## src/rtl/serial_rx_pkg.sv

```systemverilog
package serial_rx_pkg;
  typedef enum logic [1:0] {
    RX_IDLE    = 2'd0,
    RX_FRAME   = 2'd1,
    RX_BRKWAIT = 2'd2
  } rx_state_e;
endpackage

```

## src/rtl/serial_rx_sync.sv

```systemverilog
module serial_rx_sync #(
  parameter int STAGES = 2
) (
  input  logic clk,
  input  logic rst_n,
  input  logic din,
  output logic dout
);
  logic [STAGES-1:0] pipe_q;

  always_ff @(posedge clk or negedge rst_n) begin
    if (!rst_n) pipe_q <= '1;
    else        pipe_q <= {pipe_q[STAGES-2:0], din};
  end

  assign dout = pipe_q[STAGES-1];
endmodule

```

## src/rtl/serial_rx_vote.sv

```systemverilog
module serial_rx_vote (
  input  logic s_a,
  input  logic s_b,
  input  logic s_c,
  output logic value,
  output logic split
);
  assign value = (s_a & s_b) | (s_a & s_c) | (s_b & s_c);
  assign split = (s_a ^ s_b) | (s_b ^ s_c);
endmodule

```

## src/rtl/serial_rx_engine.sv

```systemverilog
module serial_rx_engine
  import serial_rx_pkg::*;
#(
  parameter int DATA_BITS = 8,
  parameter int OSR       = 16
) (
  input  logic                 clk,
  input  logic                 rst_n,
  input  logic                 tick,
  input  logic                 line,
  output logic                 commit,
  output logic [DATA_BITS-1:0] frm_data,
  output logic                 frm_noise,
  output logic                 frm_stop_bad,
  output logic                 frm_break
);
  localparam int CW = $clog2(OSR + 1);
  localparam int NB = DATA_BITS + 2;
  localparam int IW = $clog2(NB);
  localparam logic [CW-1:0] P_E1  = CW'(3);
  localparam logic [CW-1:0] P_E2  = CW'(5);
  localparam logic [CW-1:0] P_E3  = CW'(7);
  localparam logic [CW-1:0] P_V1  = CW'(OSR / 2);
  localparam logic [CW-1:0] P_V2  = CW'(OSR / 2 + 1);
  localparam logic [CW-1:0] P_V3  = CW'(OSR / 2 + 2);
  localparam logic [CW-1:0] P_END = CW'(OSR);
  localparam logic [IW-1:0] STOP_IDX = IW'(DATA_BITS + 1);

  rx_state_e            state_q, state_n;
  logic [CW-1:0]        cnt_q, cnt_n, rt;
  logic [IW-1:0]        idx_q, idx_n;
  logic [2:0]           hist_q, hist_n;
  logic                 v1_q, v1_n, v2_q, v2_n;
  logic [DATA_BITS-1:0] sh_q, sh_n;
  logic                 noise_q, noise_n, zero_q, zero_n;
  logic                 vote_val, vote_split;

  serial_rx_vote u_vote (
    .s_a   (v1_q),
    .s_b   (v2_q),
    .s_c   (line),
    .value (vote_val),
    .split (vote_split)
  );

  assign rt = cnt_q + 1'b1;

  always_comb begin
    state_n = state_q;
    cnt_n   = cnt_q;
    idx_n   = idx_q;
    hist_n  = hist_q;
    v1_n    = v1_q;
    v2_n    = v2_q;
    sh_n    = sh_q;
    noise_n = noise_q;
    zero_n  = zero_q;
    commit  = 1'b0;
    if (tick) begin
      hist_n = {hist_q[1:0], line};
      unique case (state_q)
        RX_IDLE: begin
          if (!line && hist_q == 3'b111) begin
            state_n = RX_FRAME;
            cnt_n   = CW'(1);
            idx_n   = '0;
            noise_n = 1'b0;
            zero_n  = 1'b1;
          end
        end
        RX_FRAME: begin
          cnt_n = rt;
          if (idx_q == '0 && line && (rt == P_E1 || rt == P_E2 || rt == P_E3)) begin
            state_n = RX_IDLE;
          end else begin
            if (rt == P_V1) v1_n = line;
            if (rt == P_V2) v2_n = line;
            if (rt == P_V3) begin
              noise_n = noise_q | vote_split;
              zero_n  = zero_q & ~vote_val;
              if (idx_q == '0) begin
                if (vote_val) state_n = RX_IDLE;
              end else if (idx_q == STOP_IDX) begin
                commit  = 1'b1;
                state_n = (zero_q & ~vote_val) ? RX_BRKWAIT : RX_IDLE;
              end else begin
                sh_n = {vote_val, sh_q[DATA_BITS-1:1]};
              end
            end
            if (rt == P_END) begin
              cnt_n = '0;
              idx_n = idx_q + 1'b1;
            end
          end
        end
        RX_BRKWAIT: begin
          if (line) state_n = RX_IDLE;
        end
        default: state_n = RX_IDLE;
      endcase
    end
  end

  always_ff @(posedge clk or negedge rst_n) begin
    if (!rst_n) begin
      state_q <= RX_IDLE;
      cnt_q   <= '0;
      idx_q   <= '0;
      hist_q  <= '0;
      v1_q    <= 1'b0;
      v2_q    <= 1'b0;
      sh_q    <= '0;
      noise_q <= 1'b0;
      zero_q  <= 1'b0;
    end else begin
      state_q <= state_n;
      cnt_q   <= cnt_n;
      idx_q   <= idx_n;
      hist_q  <= hist_n;
      v1_q    <= v1_n;
      v2_q    <= v2_n;
      sh_q    <= sh_n;
      noise_q <= noise_n;
      zero_q  <= zero_n;
    end
  end

  assign frm_data     = sh_q;
  assign frm_noise    = noise_q | vote_split;
  assign frm_stop_bad = ~vote_val;
  assign frm_break    = zero_q & ~vote_val;
endmodule

```

## src/rtl/serial_rx_status.sv

```systemverilog
module serial_rx_status #(
  parameter int DATA_BITS = 8
) (
  input  logic                 clk,
  input  logic                 rst_n,
  input  logic                 clr,
  input  logic                 commit,
  input  logic [DATA_BITS-1:0] in_data,
  input  logic                 in_noise,
  input  logic                 in_stop_bad,
  input  logic                 in_break,
  output logic [DATA_BITS-1:0] data_q,
  output logic                 full_q,
  output logic                 nf_q,
  output logic                 fe_q,
  output logic                 brk_q,
  output logic                 ovr_q
);
  logic [DATA_BITS-1:0] data_n;
  logic full_n, nf_n, fe_n, brk_n, ovr_n;

  always_comb begin
    data_n = data_q;
    full_n = full_q;
    nf_n   = nf_q;
    fe_n   = fe_q;
    brk_n  = brk_q;
    ovr_n  = ovr_q;
    if (clr) begin
      full_n = 1'b0;
      nf_n   = 1'b0;
      fe_n   = 1'b0;
      brk_n  = 1'b0;
      ovr_n  = 1'b0;
    end
    if (commit) begin
      if (full_n) begin
        ovr_n = 1'b1;
      end else begin
        data_n = in_data;
        full_n = 1'b1;
        nf_n   = in_noise;
        fe_n   = in_stop_bad;
        brk_n  = in_break;
      end
    end
  end

  always_ff @(posedge clk or negedge rst_n) begin
    if (!rst_n) begin
      data_q <= '0;
      full_q <= 1'b0;
      nf_q   <= 1'b0;
      fe_q   <= 1'b0;
      brk_q  <= 1'b0;
      ovr_q  <= 1'b0;
    end else begin
      data_q <= data_n;
      full_q <= full_n;
      nf_q   <= nf_n;
      fe_q   <= fe_n;
      brk_q  <= brk_n;
      ovr_q  <= ovr_n;
    end
  end
endmodule

```

## src/rtl/serial_rx_os.sv

```systemverilog
module serial_rx_os #(
  parameter int DATA_BITS   = 8,
  parameter int OSR         = 16,
  parameter int SYNC_STAGES = 2
) (
  input  logic                 clk,
  input  logic                 rst_n,
  input  logic                 rt_tick,
  input  logic                 rxd,
  input  logic                 clr_stb,
  output logic [DATA_BITS-1:0] rx_data,
  output logic                 rx_full,
  output logic                 noise_flag,
  output logic                 frame_err,
  output logic                 break_det,
  output logic                 overrun_flag
);
  logic [1:0]           rst_pipe;
  logic                 rst_core_n;
  logic                 line_s;
  logic                 frm_commit;
  logic [DATA_BITS-1:0] frm_data;
  logic                 frm_noise, frm_stop_bad, frm_break;

  always_ff @(posedge clk or negedge rst_n) begin
    if (!rst_n) rst_pipe <= 2'b00;
    else        rst_pipe <= {rst_pipe[0], 1'b1};
  end
  assign rst_core_n = rst_pipe[1];

  serial_rx_sync #(.STAGES(SYNC_STAGES)) u_sync (
    .clk   (clk),
    .rst_n (rst_core_n),
    .din   (rxd),
    .dout  (line_s)
  );

  serial_rx_engine #(.DATA_BITS(DATA_BITS), .OSR(OSR)) u_engine (
    .clk          (clk),
    .rst_n        (rst_core_n),
    .tick         (rt_tick),
    .line         (line_s),
    .commit       (frm_commit),
    .frm_data     (frm_data),
    .frm_noise    (frm_noise),
    .frm_stop_bad (frm_stop_bad),
    .frm_break    (frm_break)
  );

  serial_rx_status #(.DATA_BITS(DATA_BITS)) u_status (
    .clk         (clk),
    .rst_n       (rst_core_n),
    .clr         (clr_stb),
    .commit      (frm_commit),
    .in_data     (frm_data),
    .in_noise    (frm_noise),
    .in_stop_bad (frm_stop_bad),
    .in_break    (frm_break),
    .data_q      (rx_data),
    .full_q      (rx_full),
    .nf_q        (noise_flag),
    .fe_q        (frame_err),
    .brk_q       (break_det),
    .ovr_q       (overrun_flag)
  );
endmodule

```

## config.mk

```make
export PLATFORM = sky130hd
export DESIGN_NAME = serial_rx_os
export DESIGN_NICKNAME = d
export VERILOG_FILES = /design/src/rtl/serial_rx_pkg.sv /design/src/rtl/serial_rx_sync.sv /design/src/rtl/serial_rx_vote.sv /design/src/rtl/serial_rx_engine.sv /design/src/rtl/serial_rx_status.sv /design/src/rtl/serial_rx_os.sv
export SDC_FILE = /design/constraint.sdc
export NUM_CORES = 1
export LEC_CHECK = 0
export BUFFER_PORTS_ARGS = -buffer_cell sky130_fd_sc_hd__buf_2
export CAP_MARGIN = 20
export CORE_MARGIN = 3
export CORE_UTILIZATION = 45
export DETAILED_ROUTE_END_ITERATION = 10
export PLACE_DENSITY = 0.65
export SYNTH_ARGS = -nofsm -noshare
export SYNTH_HDL_FRONTEND = slang
export SYNTH_SLANG_ARGS = --single-unit
```

## constraint.sdc

```tcl
create_clock -name clk -period 1.3 [get_ports clk]
set_input_delay 0.195 -clock clk [delete_from_list [all_inputs] [get_ports clk]]
set_output_delay 0.195 -clock clk [all_outputs]
set_load 0.03 [all_outputs]
```

==> results of run 1 <==
power by group through the flow:
stage          logic [W]  registers, W  clock network, W
2_1_floorplan    0.00145       0.00179                 0
3_3_place_gp     0.00240       0.00181                 0
3_5_place_dp     0.00244       0.00182                 0
4_1_cts          0.00279       0.00181           0.00106
5_1_grt          0.00337       0.00185           0.00112
6_report         0.00310       0.00181           0.00103
registers in the layout, indices dropped and copies added (netlist names), 2 cells and up:
signal             cells
u_engine.cnt_q         5
u_engine.state_q       2
u_engine.frm_data      8
u_engine.idx_q         4
u_engine.hist_q        3
u_status.data_q        8
u_sync.pipe_q          2
rst_pipe               2
worst reg2reg max path, delay by kind of cell, from the launching register on:
kind                     cells  cell delay [ps]
AND/OR/NAND/NOR              2              490
buffers and inverters        2              260
adder cells (fa/ha/maj)      1              200
AO/OA/AOI/OAI                1              130
multiplexers                 1              290
flip-flops                   1              410
placed cells by master, fill, tap and decap left out, drive strengths merged, types with 2 or more instances in the layout:
cell	synthesis	layout
clkinv	0	2
and2	3	3
ha	10	10
nor3	4	4
inv	8	8
nand2	16	16
dfrtp	41	41
a21oi	5	5
dfstp	2	2
nand4	3	3
clkbuf	3	5
buf	8	83
nand2b	5	5
o22ai	4	4
or2	2	2
or2b	3	3
nor2	7	7
dlygate4sd3	0	2
mux2	22	22
xnor2	2	2
nor3b	3	3
a31oi	2	2
mux2i	6	6
nand3	7	7
o21ai	8	8
per-layer routing:
metal,GRT usage [%],share of wire [%]
met4,8.541,2.1
met1,22.83,45
met2,29.09,49
met5,0,0
met3,3.052,3.1
final cells by class:
cell class	instances	area, um2	area share (%)
Clock inverter	3	43.79	1.355
Sequential cell	43	1080	33.41
Timing Repair Buffer	85	655.6	20.29
Multi-Input combinational cell	134	1270	39.30
Clock buffer	5	68.82	2.129
Tap cell	67	83.83	2.594
Inverter	8	30.03	0.9292
cell families after synthesis:
logic type	after synthesis	synth area share (%)
AND/OR/NAND/NOR	58	14.18
other	1	0.1654
flip-flops	43	47.57
XOR/XNOR	3	1.159
buffers and inverters	19	5.022
adder cells (fa/ha/maj)	10	5.519
multiplexers	28	15.23
AO/OA/AOI/OAI	34	11.15
through the flow:
step	util [%]	cell area (um2)	cells	setup WS [ps]
after detailed placement	58.27	2789	319	-583.7
final	67.53	3232	345	-587.5
after global routing	67.53	3232	345	-649.4
after CTS	65.41	3131	340	-547.1
after global placement	58.27	2789	319	-556.5
after floorplan	-	2293	196	-714.9
what timing repair did:
| action | in CTS | in global routing |
|---|---|---|
| gates cloned | 1 | 0 |
| pin swaps | 9 | 9 |
| hold buffers | 2 | 0 |
| buffers inserted | 10 | 8 |
| endpoints found under the hold margin | 3 | 0 |
| gates resized for setup | 28 | 19 |
| endpoints found under the setup margin | 36 | 36 |
worst max path at each step:
stage	from	cells past startpoint	to
floorplan	u_engine.cnt_q[1]$_DFFE_PN0P_	7	u_status.data_q[1]$_DFFE_PN0P_
CTS	u_engine.cnt_q[1]$_DFFE_PN0P_	7	u_engine.frm_data[0]$_DFFE_PN0P_
detailed placement	u_engine.cnt_q[0]$_DFFE_PN0P_	7	u_engine.state_q[1]$_DFFE_PN0P_
global placement	u_engine.cnt_q[0]$_DFFE_PN0P_	7	u_engine.state_q[1]$_DFFE_PN0P_
global route	u_engine.cnt_q[0]$_DFFE_PN0P_	7	u_status.data_q[7]$_DFFE_PN0P_
finish	u_engine.cnt_q[0]$_DFFE_PN0P_	7	u_status.fe_q$_DFF_PN0_
==> flow_metrics.tcl, run 1 <==
set metrics [dict create \
    initial_utilization_pct 47.37 \
    synth_top_area_share_pct 45.25 \
    drcViolationCount 0 \
    path_max_fanout 5 \
    clk_pin_slew_worst_paths_ps 80 \
    r2r_end "u_status.fe_q$_DFF_PN0_" \
    end_kind "register" \
    cp_slowest_cell "dfrtp_1" \
    num_vias 1774 \
    wl_per_cell_um 14.20 \
    slew_viol_final 0 \
    ios 18 \
    cts_root_buf "clkbuf_8" \
    ff2ff_path_depth 7 \
    reg2reg_slack_ps -590 \
    routabilityCongestion 0.8414 \
    wl_um 4898 \
    report.power.total_w 0.005948 \
    switchingPower_w 0.002143 \
    p_clk_share_pct 17.4 \
    cpPeakStageDelay_ps 410 \
    synthCells 196 \
    seq_area_frac_synth_pct 47.57 \
    firstDrtPassIters 4 \
    postRouteAntennaNets 0 \
    cts_tree "yes" \
    fin_skew_ps 3.323 \
    hold_class "register to async pin" \
    core_area_mm2 0.004786 \
    critPathBufInv 2 \
    ys_ff_latch 43 \
    fp.dieW_um 76.98 \
    rows 25 \
    die_h_um 76.98 \
    h-tree-depth 2 \
    avgSynthCellArea_um2 11.57 \
    numCtsBuffers 5 \
    fin_ws_ps -587.5 \
    synthDistinctLibCells 53 \
    fin_nets 292 \
    via_per_inst 5.142 \
    final-hold-violation-count 0 \
    status "finished, violations left" \
    yosysMostFrequentCell "dfrtp_1" \
    cts_sinks 43 \
    pwr-share-comb_pct 52.1 \
    leakagePower_nw 1.565 \
    synth_area_leaders "dfrtp_1 (45%), mux2_4 (6.6%), mux2_2 (6.0%)" \
    synth-edff-count 0 \
    area.growth.synth_to_final_pct 42.55 \
    globalRouteTotalUtil_pct 17.77 \
    netlist_area_mm2 0.002267 \
    grt_max_degree 26 \
    fin_worst_hold_slack_ps 196.5 \
    p_int_w 0.003804 \
    period_needed_ps 1888 \
    yosysWarnings 0 \
    synth_area_leader_cell "dfrtp_1" \
    n_antenna_cell 0 \
    timing.fmax_mhz 529.8 \
    r2r_start "u_engine.cnt_q[0]$_DFFE_PN0P_" \
    antenna_found_initial 0 \
    p_per_area_mw_per_mm2 1840 \
    grt_pass1_vias 1703 \
    finalCritPeriodShare_pct 145.2 \
    grt_pass1_wl_um 8183 \
    arrival_ps 2080 \
    drive_gt1_share_pct 54.32 \
    seqPwrFrac_pct 30.5 \
    dpl.hpwl_um 3361 \
    crit_chain "ha_2 > or2_4 > o22ai_4 > nor3b_4 > buf_4 > buf_8 > mux2_4" \
    cp-start-kind "register" \
    synth_common_cells "dfrtp_1 (41), nand2_1 (16), mux2_2 (12), ha_1 (10), mux2_4 (10)" \
    setup_tns_ps -15750 \
    sw_frac_of_total_pct 36.04 \
    async_flop_share_pct 100.0 \
    io_buffers 17 \
    clk_latency_ps 300 \
    die-area_mm2 0.005926 \
    dr.first_iter.drc_count 59 \
    crit_required_ps 1490 \
    gr-total-overflow 0 \
    synth_nets 211 \
    rsz0062_at_grt "true" \
    setup_viol 36 \
    fillers 362 \
    cap_violations 0 \
    cpLargestDelayFamily "simple AND/OR/NAND/NOR gates" \
    peakVddDrop_uv 1203 \
    clockBufferDepth 2 \
    crit_type "register to register" \
    synth_ff_type "dfrtp_1" \
    violations "negative setup slack" \
]
Note: power is estimated with default switching activity, not from simulation.
==> inputs of run 2 (changes only) <==
CORE_ASPECT_RATIO = 1.5   (was default)
CORE_UTILIZATION = 53   (was 45)
PLACE_DENSITY = 0.75   (was 0.65)
==> flow_metrics.tcl, run 2 (synthesized netlist as in run 1, its figures left out) <==
set metrics [dict create \
    finalCritPeriodShare_pct 145.0 \
    grt_pass1_vias 2058 \
    fin_ws_ps -585.2 \
    fin_nets 293 \
    crit_chain "buf_6 > nand2_4 > mux2i_4 > o22ai_4 > nor3b_4 > buf_12 > mux2_4" \
    critPathLaunch "u_engine.cnt_q[1]$_DFFE_PN0P_" \
    wl_um 6811 \
    multi_input_area_mm2 0.001401 \
    critPathBufInv 2 \
    clockBufferDepth 2 \
    final-hold-violation-count 0 \
    ios 18 \
    fin_skew_ps 2.909 \
    cpLargestDelayFamily "multiplexers" \
    grt_pass1_wl_um 9729 \
    die_h_um 86.11 \
    seqCellArea_mm2 0.001080 \
    routabilityCongestion 0.9722 \
    numCtsBuffers 5 \
    initial_utilization_pct 56.27 \
    antenna_found_initial 0 \
    via_per_inst 6.028 \
    die-area_mm2 0.005115 \
    cpPeakStageDelay_ps 440 \
    cap_violations 0 \
    fillers 191 \
    clk_latency_ps 300 \
    peakVddDrop_uv 1560 \
    gr-total-overflow 0 \
    wl_per_cell_um 21.02 \
    period_needed_ps 1885 \
    postRouteAntennaNets 0 \
    violations "negative setup slack" \
    clk_pin_slew_worst_paths_ps 80 \
    cts_sinks 43 \
    end_kind "register" \
    grt_max_degree 26 \
    final_common_cell "buf_4" \
    crit_required_ps 1490 \
    globalRouteTotalUtil_pct 25.42 \
    cp-start-kind "register" \
    cts_tree "yes" \
    dpl.hpwl_um 4041 \
    status "finished, violations left" \
    dr.first_iter.drc_count 97 \
    hold_class "register to async pin" \
    slew_viol_final 0 \
    cts_root_buf "clkbuf_8" \
    firstDrtPassIters 4 \
    leakagePower_nw 1.574 \
    io_buffers 17 \
    timing.fmax_mhz 530.5 \
    drive_gt1_share_pct 56.99 \
    setup_viol 36 \
    n_antenna_cell 0 \
    utilization_pct 82.89 \
    core_area_mm2 0.004029 \
    r2r_start "u_engine.cnt_q[1]$_DFFE_PN0P_" \
    rows 28 \
    num_vias 1953 \
    crit_type "register to register" \
    h-tree-depth 2 \
    fp.dieW_um 59.40 \
    dp_slack_ps -584.1 \
    path_max_fanout 10 \
    cp_slowest_cell "dfrtp_1" \
    final_cell_mix "buf_4 (54), dfrtp_1 (40), mux2_4 (18)" \
    rsz0062_at_grt "true" \
    drcViolationCount 0 \
    area.growth.synth_to_final_pct 47.30 \
    arrival_ps 2070 \
    p_per_area_mw_per_mm2 1946 \
]
-- run 2: cell count changes in the layout (fill, tap and decap cells not counted), sizes merged --
| cell | change |
|---|---|
| buf | +1 |
| bufinv | -1 |
| clkbuf | +1 |
| clkinv | -1 |
| clkinvlp | +1 |
-- run 2: layout make-up --
cell class                 instances  area share, %
sequential                        43          32.33
multi-input combinational        134          41.96
clock buffer                       6          2.173
inverter                           8         0.8992
timing repair buffer              86          20.57
clock inverter                     2         0.3747
tap                               45          1.686
-- run 2: timing repair --
item,in CTS,in global routing
hold buffers,2,0
cloned,0,0
pin swaps,14,17
gates resized for setup,37,33
setup endpoints to repair,36,36
buffers inserted,7,8
endpoints found under the hold margin,3,0
-- run 2: final timing paths --
| kind | end | slack [ps] | cells after the start |
|---|---|---|---|
| max | u_status.data_q[4]$_DFFE_PN0P_ | -590 | 7 |
| min | u_engine.hist_q[2]$_DFFE_PN0P_ | 150 | 0 |
| max reg2reg | u_status.data_q[4]$_DFFE_PN0P_ | -590 | 7 |
| min reg2reg | u_engine.hist_q[2]$_DFFE_PN0P_ | 150 | 0 |
| max in group asynchronous | u_engine.cnt_q[0]$_DFFE_PN0P_ | 660 | 1 |
| min in group clk | u_status.ovr_q$_DFF_PN0_ | 250 | 3 |
-- run 2: report_power, final --
part           internal (W)  switching, W
Combinational       0.00189       0.00189
Clock              0.000375      0.000457
Sequential          0.00160      0.000287
Total               0.00386       0.00264
-- run 2: layer usage --
metal  wire [um]  GRT usage, %
met1        2466         25.10
met2        3889         46.87
met3         233         4.518
met4         221         15.05
met5           0             0
-- run 2: stage by stage --
stage	TNS, ps	std cells	area [um2]	hold slack (ps)	total power (W)
after detailed placement	-16030	300	2783	-17.65	0.004312
after global placement	-13860	300	2783	-20.20	0.004165
after floorplan	-16380	196	2293	-100.6	0.003248
after global routing	-19130	324	3339	194.7	0.006778
after CTS	-15350	317	3118	159.0	0.005681
final	-18010	324	3339	149.0	0.006500
